<file path="src/rtl/bitlut_pkg.sv">
package bitlut_pkg;

    typedef enum logic [1:0] {
        LM_TRI_REG = 2'b00,
        LM_BIN_REG = 2'b01,
        LM_TRI_FLD = 2'b10,
        LM_BIN_FLD = 2'b11
    } lut_mode_e;

    localparam int TRI_ENTRIES = 8;
    localparam int BIN_ENTRIES = 4;

    function automatic logic mode_is_field(lut_mode_e m);
        return m[1];
    endfunction

    function automatic logic mode_is_binary(lut_mode_e m);
        return m[0];
    endfunction

endpackage

</file>
<file path="src/rtl/bitlut_table_sel.sv">
module bitlut_table_sel
    import bitlut_pkg::*;
#(
    parameter int TW = TRI_ENTRIES,
    parameter int BW = BIN_ENTRIES
) (
    input  lut_mode_e        mode,
    input  logic [TW-1:0]    imm_tbl,
    input  logic [BW-1:0]    rt_tbl,
    output logic [TW-1:0]    tbl
);
    localparam int DUP = TW / BW;

    // A two-input table is widened so that the lowest index bit is ignored:
    // entry j of the wide table is entry j/DUP of the narrow one.
    logic [TW-1:0] widened;

    for (genvar j = 0; j < TW; j++) begin : g_widen
        assign widened[j] = rt_tbl[j / DUP];
    end

    always_comb begin
        if (mode_is_binary(mode)) begin
            tbl = widened;
        end else begin
            tbl = imm_tbl;
        end
    end

    initial begin
        AST_TABLE_RATIO: assert (TW == 2 * BW);
    end
endmodule

</file>
<file path="src/rtl/bitlut_lanes.sv">
module bitlut_lanes #(
    parameter int W  = 64,
    parameter int TW = 8
) (
    input  logic [TW-1:0] tbl,
    input  logic [W-1:0]  a,
    input  logic [W-1:0]  b,
    input  logic [W-1:0]  c,
    output logic [W-1:0]  y
);
    localparam int IW = $clog2(TW);

    for (genvar i = 0; i < W; i++) begin : g_lane
        logic [IW-1:0] idx;
        assign idx  = {a[i], b[i], c[i]};
        assign y[i] = tbl[idx];
    end
endmodule

</file>
<file path="src/rtl/bitlut_merge.sv">
module bitlut_merge #(
    parameter int W  = 64,
    parameter int FW = 4
) (
    input  logic          field_mode,
    input  logic [FW-1:0] mask,
    input  logic [FW-1:0] prev,
    input  logic [W-1:0]  raw,
    output logic [W-1:0]  y
);
    logic [FW-1:0] merged;

    always_comb begin
        merged = (raw[FW-1:0] & mask) | (prev & ~mask);
        if (field_mode) begin
            y = '0;
            y[FW-1:0] = merged;
        end else begin
            y = raw;
        end
    end
endmodule

</file>
<file path="src/rtl/bitlut_unit.sv">
module bitlut_unit
    import bitlut_pkg::*;
#(
    parameter int W  = 64,
    parameter int FW = 4,
    parameter int TW = TRI_ENTRIES
) (
    input  logic          clk,
    input  logic          rst,
    input  logic          in_valid,
    input  logic [1:0]    mode,
    input  logic [W-1:0]  opa,
    input  logic [W-1:0]  opb,
    input  logic [W-1:0]  opc,
    input  logic [TW-1:0] imm,
    input  logic [FW-1:0] wmask,
    input  logic [FW-1:0] fld_prev,
    output logic          out_valid,
    output logic [W-1:0]  result
);
    localparam int BW = TW / 2;

    typedef struct packed {
        logic         vld;
        logic [W-1:0] res;
    } unit_state_t;

    unit_state_t st_d, st_q;

    lut_mode_e     mode_e;
    logic [TW-1:0] tbl;
    logic [W-1:0]  lane_y;
    logic [W-1:0]  merged_y;

    assign mode_e = lut_mode_e'(mode);

    bitlut_table_sel #(.TW(TW), .BW(BW)) u_tsel (
        .mode    (mode_e),
        .imm_tbl (imm),
        .rt_tbl  (opc[BW-1:0]),
        .tbl     (tbl)
    );

    bitlut_lanes #(.W(W), .TW(TW)) u_lanes (
        .tbl (tbl),
        .a   (opa),
        .b   (opb),
        .c   (opc),
        .y   (lane_y)
    );

    bitlut_merge #(.W(W), .FW(FW)) u_merge (
        .field_mode (mode_is_field(mode_e)),
        .mask       (wmask),
        .prev       (fld_prev),
        .raw        (lane_y),
        .y          (merged_y)
    );

    always_comb begin
        st_d = st_q;
        st_d.vld = in_valid;
        if (in_valid) begin
            st_d.res = merged_y;
        end
    end

    always_ff @(posedge clk) begin
        if (rst) begin
            st_q <= '0;
        end else begin
            st_q <= st_d;
        end
    end

    assign out_valid = st_q.vld;
    assign result    = st_q.res;

    AST_VALID_ONE_LATER: assert property (@(posedge clk) disable iff (rst) in_valid |=> out_valid);
    AST_NO_SPURIOUS_VALID: assert property (@(posedge clk) disable iff (rst) !in_valid |=> !out_valid);
    AST_RESULT_HELD: assert property (@(posedge clk) disable iff (rst) !in_valid |=> $stable(result));
    AST_FIELD_UPPER_CLEAR: assert property (@(posedge clk) disable iff (rst) (in_valid && mode[1]) |=> (result[W-1:FW] == '0));
    AST_MASKED_BITS_KEPT: assert property (@(posedge clk) disable iff (rst) (in_valid && mode[1]) |=> (((result[FW-1:0] ^ $past(fld_prev)) & ~$past(wmask)) == '0));
    AST_MUX_TABLE: assert property (@(posedge clk) disable iff (rst) (in_valid && mode == 2'b00 && imm == 8'hCA) |=> (result == (($past(opa) & $past(opb)) | (~$past(opa) & $past(opc)))));
    AST_RESET_CLEARS: assert property (@(posedge clk) rst |=> (!out_valid && result == '0));
endmodule

</file>
<file path="config.mk">
export PLATFORM = sky130hd
export DESIGN_NAME = bitlut_unit
export DESIGN_NICKNAME = d
export VERILOG_FILES = /design/src/rtl/bitlut_pkg.sv /design/src/rtl/bitlut_table_sel.sv /design/src/rtl/bitlut_lanes.sv /design/src/rtl/bitlut_merge.sv /design/src/rtl/bitlut_unit.sv
export SDC_FILE = /design/constraint.sdc
export NUM_CORES = 1
export LEC_CHECK = 0
export BUFFER_PORTS_ARGS = -buffer_cell sky130_fd_sc_hd__buf_2
export CORE_MARGIN = 8
export CORE_UTILIZATION = 46
export CTS_BUF_LIST = sky130_fd_sc_hd__clkbuf_2
export CTS_CLUSTER_DIAMETER = 200
export CTS_CLUSTER_SIZE = 16
export DETAILED_ROUTE_END_ITERATION = 7
export HOLD_SLACK_MARGIN = 0.1
export PLACE_DENSITY = 0.83
export SLEW_MARGIN = 10
export SYNTH_ARGS = -nofsm -noshare
export SYNTH_HDL_FRONTEND = slang
export SYNTH_HIERARCHICAL = 1
export SYNTH_SLANG_ARGS = --single-unit
</file>
<file path="constraint.sdc">
create_clock -name clk -period 1.95 [get_ports clk]
set_input_delay 0.0975 -clock clk [delete_from_list [all_inputs] [get_ports clk]]
set_output_delay 0.0975 -clock clk [all_outputs]
set_load 0.01 [all_outputs]
</file>
==> flow_metrics.tcl <==
set metrics [dict create \
    status "complete, no violations" \
    fmax_ghz 0.548 \
    wl_per_cell_um 23.9 \
    synth_common_cells "mux4_2 (122), dfxtp_1 (65), mux2_2 (64), mux2i_1 (64), nor2_1 (64)" \
    synth-seq-cells 65 \
    async_flop_share_pct 0 \
    synth_area_leader_cell "mux4_2" \
    cts_sinks 65 \
    route.vias.total 6422 \
    start_util_pct 47.2 \
    htreeDepth 3 \
    dp_hpwl_um 16700 \
    drt_pass1_iterations 5 \
    setup_violations 0 \
    cellPowerDensity_nw_per_um2 465 \
    seq_area_frac_synth_pct 18.9 \
    ff2ff_path_depth 2 \
    whs_path_depth 6 \
    hold_violations 0 \
    min_to "result[16]" \
    hold_buffers 75 \
    r2r_end "result[33]" \
    antenna_found_initial 4 \
    hold_start "opa[16]" \
    p_leak_uw 0.00414 \
    syn_area_per_cell_um2 12.8 \
    rsz0062_at_grt "no" \
    cp-start-kind "input port" \
    slew_violations 0 \
    maxCapViolations 0 \
    path_max_fanout 32 \
    yosysWarnings 6 \
    netlist_top_cells_area "mux4_2 (40%), dfxtp_1 (19%), mux2_2 (10%)" \
    rows 44 \
    period_share_pct 93.5 \
    dieArea_um2 19100 \
    cts_resized 0 \
    synth.most_common_cell "mux4_2" \
    place_congestion 0.825 \
    grt_use_total_pct 25.8 \
    syn-num-nets 751 \
    grt_max_degree 66 \
    drc 0 \
    reg2reg_from "result[33]" \
    cts.clk_slew.worst_paths_ps 210 \
    cts_tree "built" \
    tns_ps 0 \
    synth_top_area_share_pct 39.9 \
    min_period_ps 1820 \
    ant_nets 0 \
    syn_area_um2 6890 \
    synthCells 538 \
    clock_skew_ps 0 \
    cts-root-buf "clkbuf_2" \
    finalWirelength_um 25100 \
    drt_iter0_drc 449 \
    slew_headroom_pct 64.1 \
    worstHoldPathType "in -> reg" \
    synth_ff_type "dfxtp_1" \
    io_pins 278 \
    ir_drop_v 0.000254 \
    synthAdderAreaFrac_pct 0 \
    grt_pass1_vias 7074 \
    critPathRequiredTime_ps 2370 \
    tightest_slew_ps 538 \
    synth_edf_count 0 \
    cts_setup_buffers 0 \
    io_buffers 277 \
    fp.dieH_um 138 \
    viasPerCell 6.13 \
    r2r_slack_ps 1240 \
    crit_type "in -> reg" \
    synth_mux_area_share_pct 64.5 \
    die_w_um 138 \
    synth_compound_area_share_pct 0 \
    arrival_ps 2250 \
    numCtsBuffers 9 \
    p_total_uw 4330 \
    synth_cell_types 16 \
    grt_pass1_wl_um 39900 \
    drive_gt1_share_pct 60.5 \
    critPathCaptureType "flip-flop" \
    synthXorXnorAreaFrac_pct 0 \
    core_area_um2 14600 \
    overflow 0 \
    yosys.area_share.simple_pct 9.39 \
    synth_top_family_by_area "multiplexers" \
    clock_latency_ps 490 \
    area.growth.synth_to_final_pct 35.3 \
    final_nets 1072 \
    cts_buffer_depth 2 \
]
[worst max-delay path, cell delays in order]
cell	delay, ps
buf_2	250
mux2_4	490
buf_12	220
mux4_2	480
mux2_2	270
nor2b_1	150
mux2i_1	220
nor2_1	60
[layout by cell type, fill, tap and decap left out, drive strengths merged]
cell type and instances:
nor2b 61, clkbuf 11, clkinv 2, mux4 128, nor2 64, buf 311
mux2i 64, diode 3, dfxtp 65, mux2 76, nand2b 4, dlygate4sd3 75
[layout make-up]
class / count / area (µm²)
Timing Repair Buffer: 386 / 2620
Fill cell: 1083 / 5270
Clock inverter: 2 / 8.76
Tap cell: 184 / 230
Clock buffer: 11 / 55.1
Sequential cell: 65 / 1300
Antenna cell: 3 / 7.51
Multi-Input combinational cell: 397 / 5100
[kinds of logic after synthesis]
logic type | count (synthesis)
simple gates | 129
buf+inv | 76
mux | 268
flops | 65
[per-stage QoR]
step	utilization (%)	worst slack [ps]	cell area [µm²]	hold WS [ps]	instances
after floorplan	-	-60.7	7000	351	538
after global placement	58.3	-254	8500	454	957
after detailed placement	58.3	-334	8500	480	957
after CTS	63.8	300	9310	124	1045
after global routing	63.9	142	9320	211	1048
final	63.9	126	9320	206	1048
[layer usage]
layer	routed length, µm	global-route usage, %	vias up
li1	-	-	2732
met1	8860	29.4	3169
met2	12400	43.1	435
met3	2680	7.60	84
met4	1100	13.2	2
met5	10	0	-
[how the worst max path moves through the flow]
stage / to / start / slack (ps) / cells past startpoint
after floorplan: result[1] / mode[0] / -60 / 9
after global placement: result[3] / mode[0] / -250 / 7
final: result[33] / mode[0] / 130 / 8
after detailed placement: result[40] / mode[0] / -330 / 8
after global routing: result[33] / mode[0] / 140 / 8
after CTS: result[40] / mode[0] / 300 / 8
[report_power, final]
group          leakage [µW]  internal, µW  switching [µW]
logic               0.00356          1310             889
clock network     0.0000512           153             525
registers          0.000531          1410            48.8
[flip-flops by register name, summed over array words and instances, names as in the netlist]
signal / count
out_valid: 1
result: 64
No activity file was read; power rests on OpenSTA's default activity.
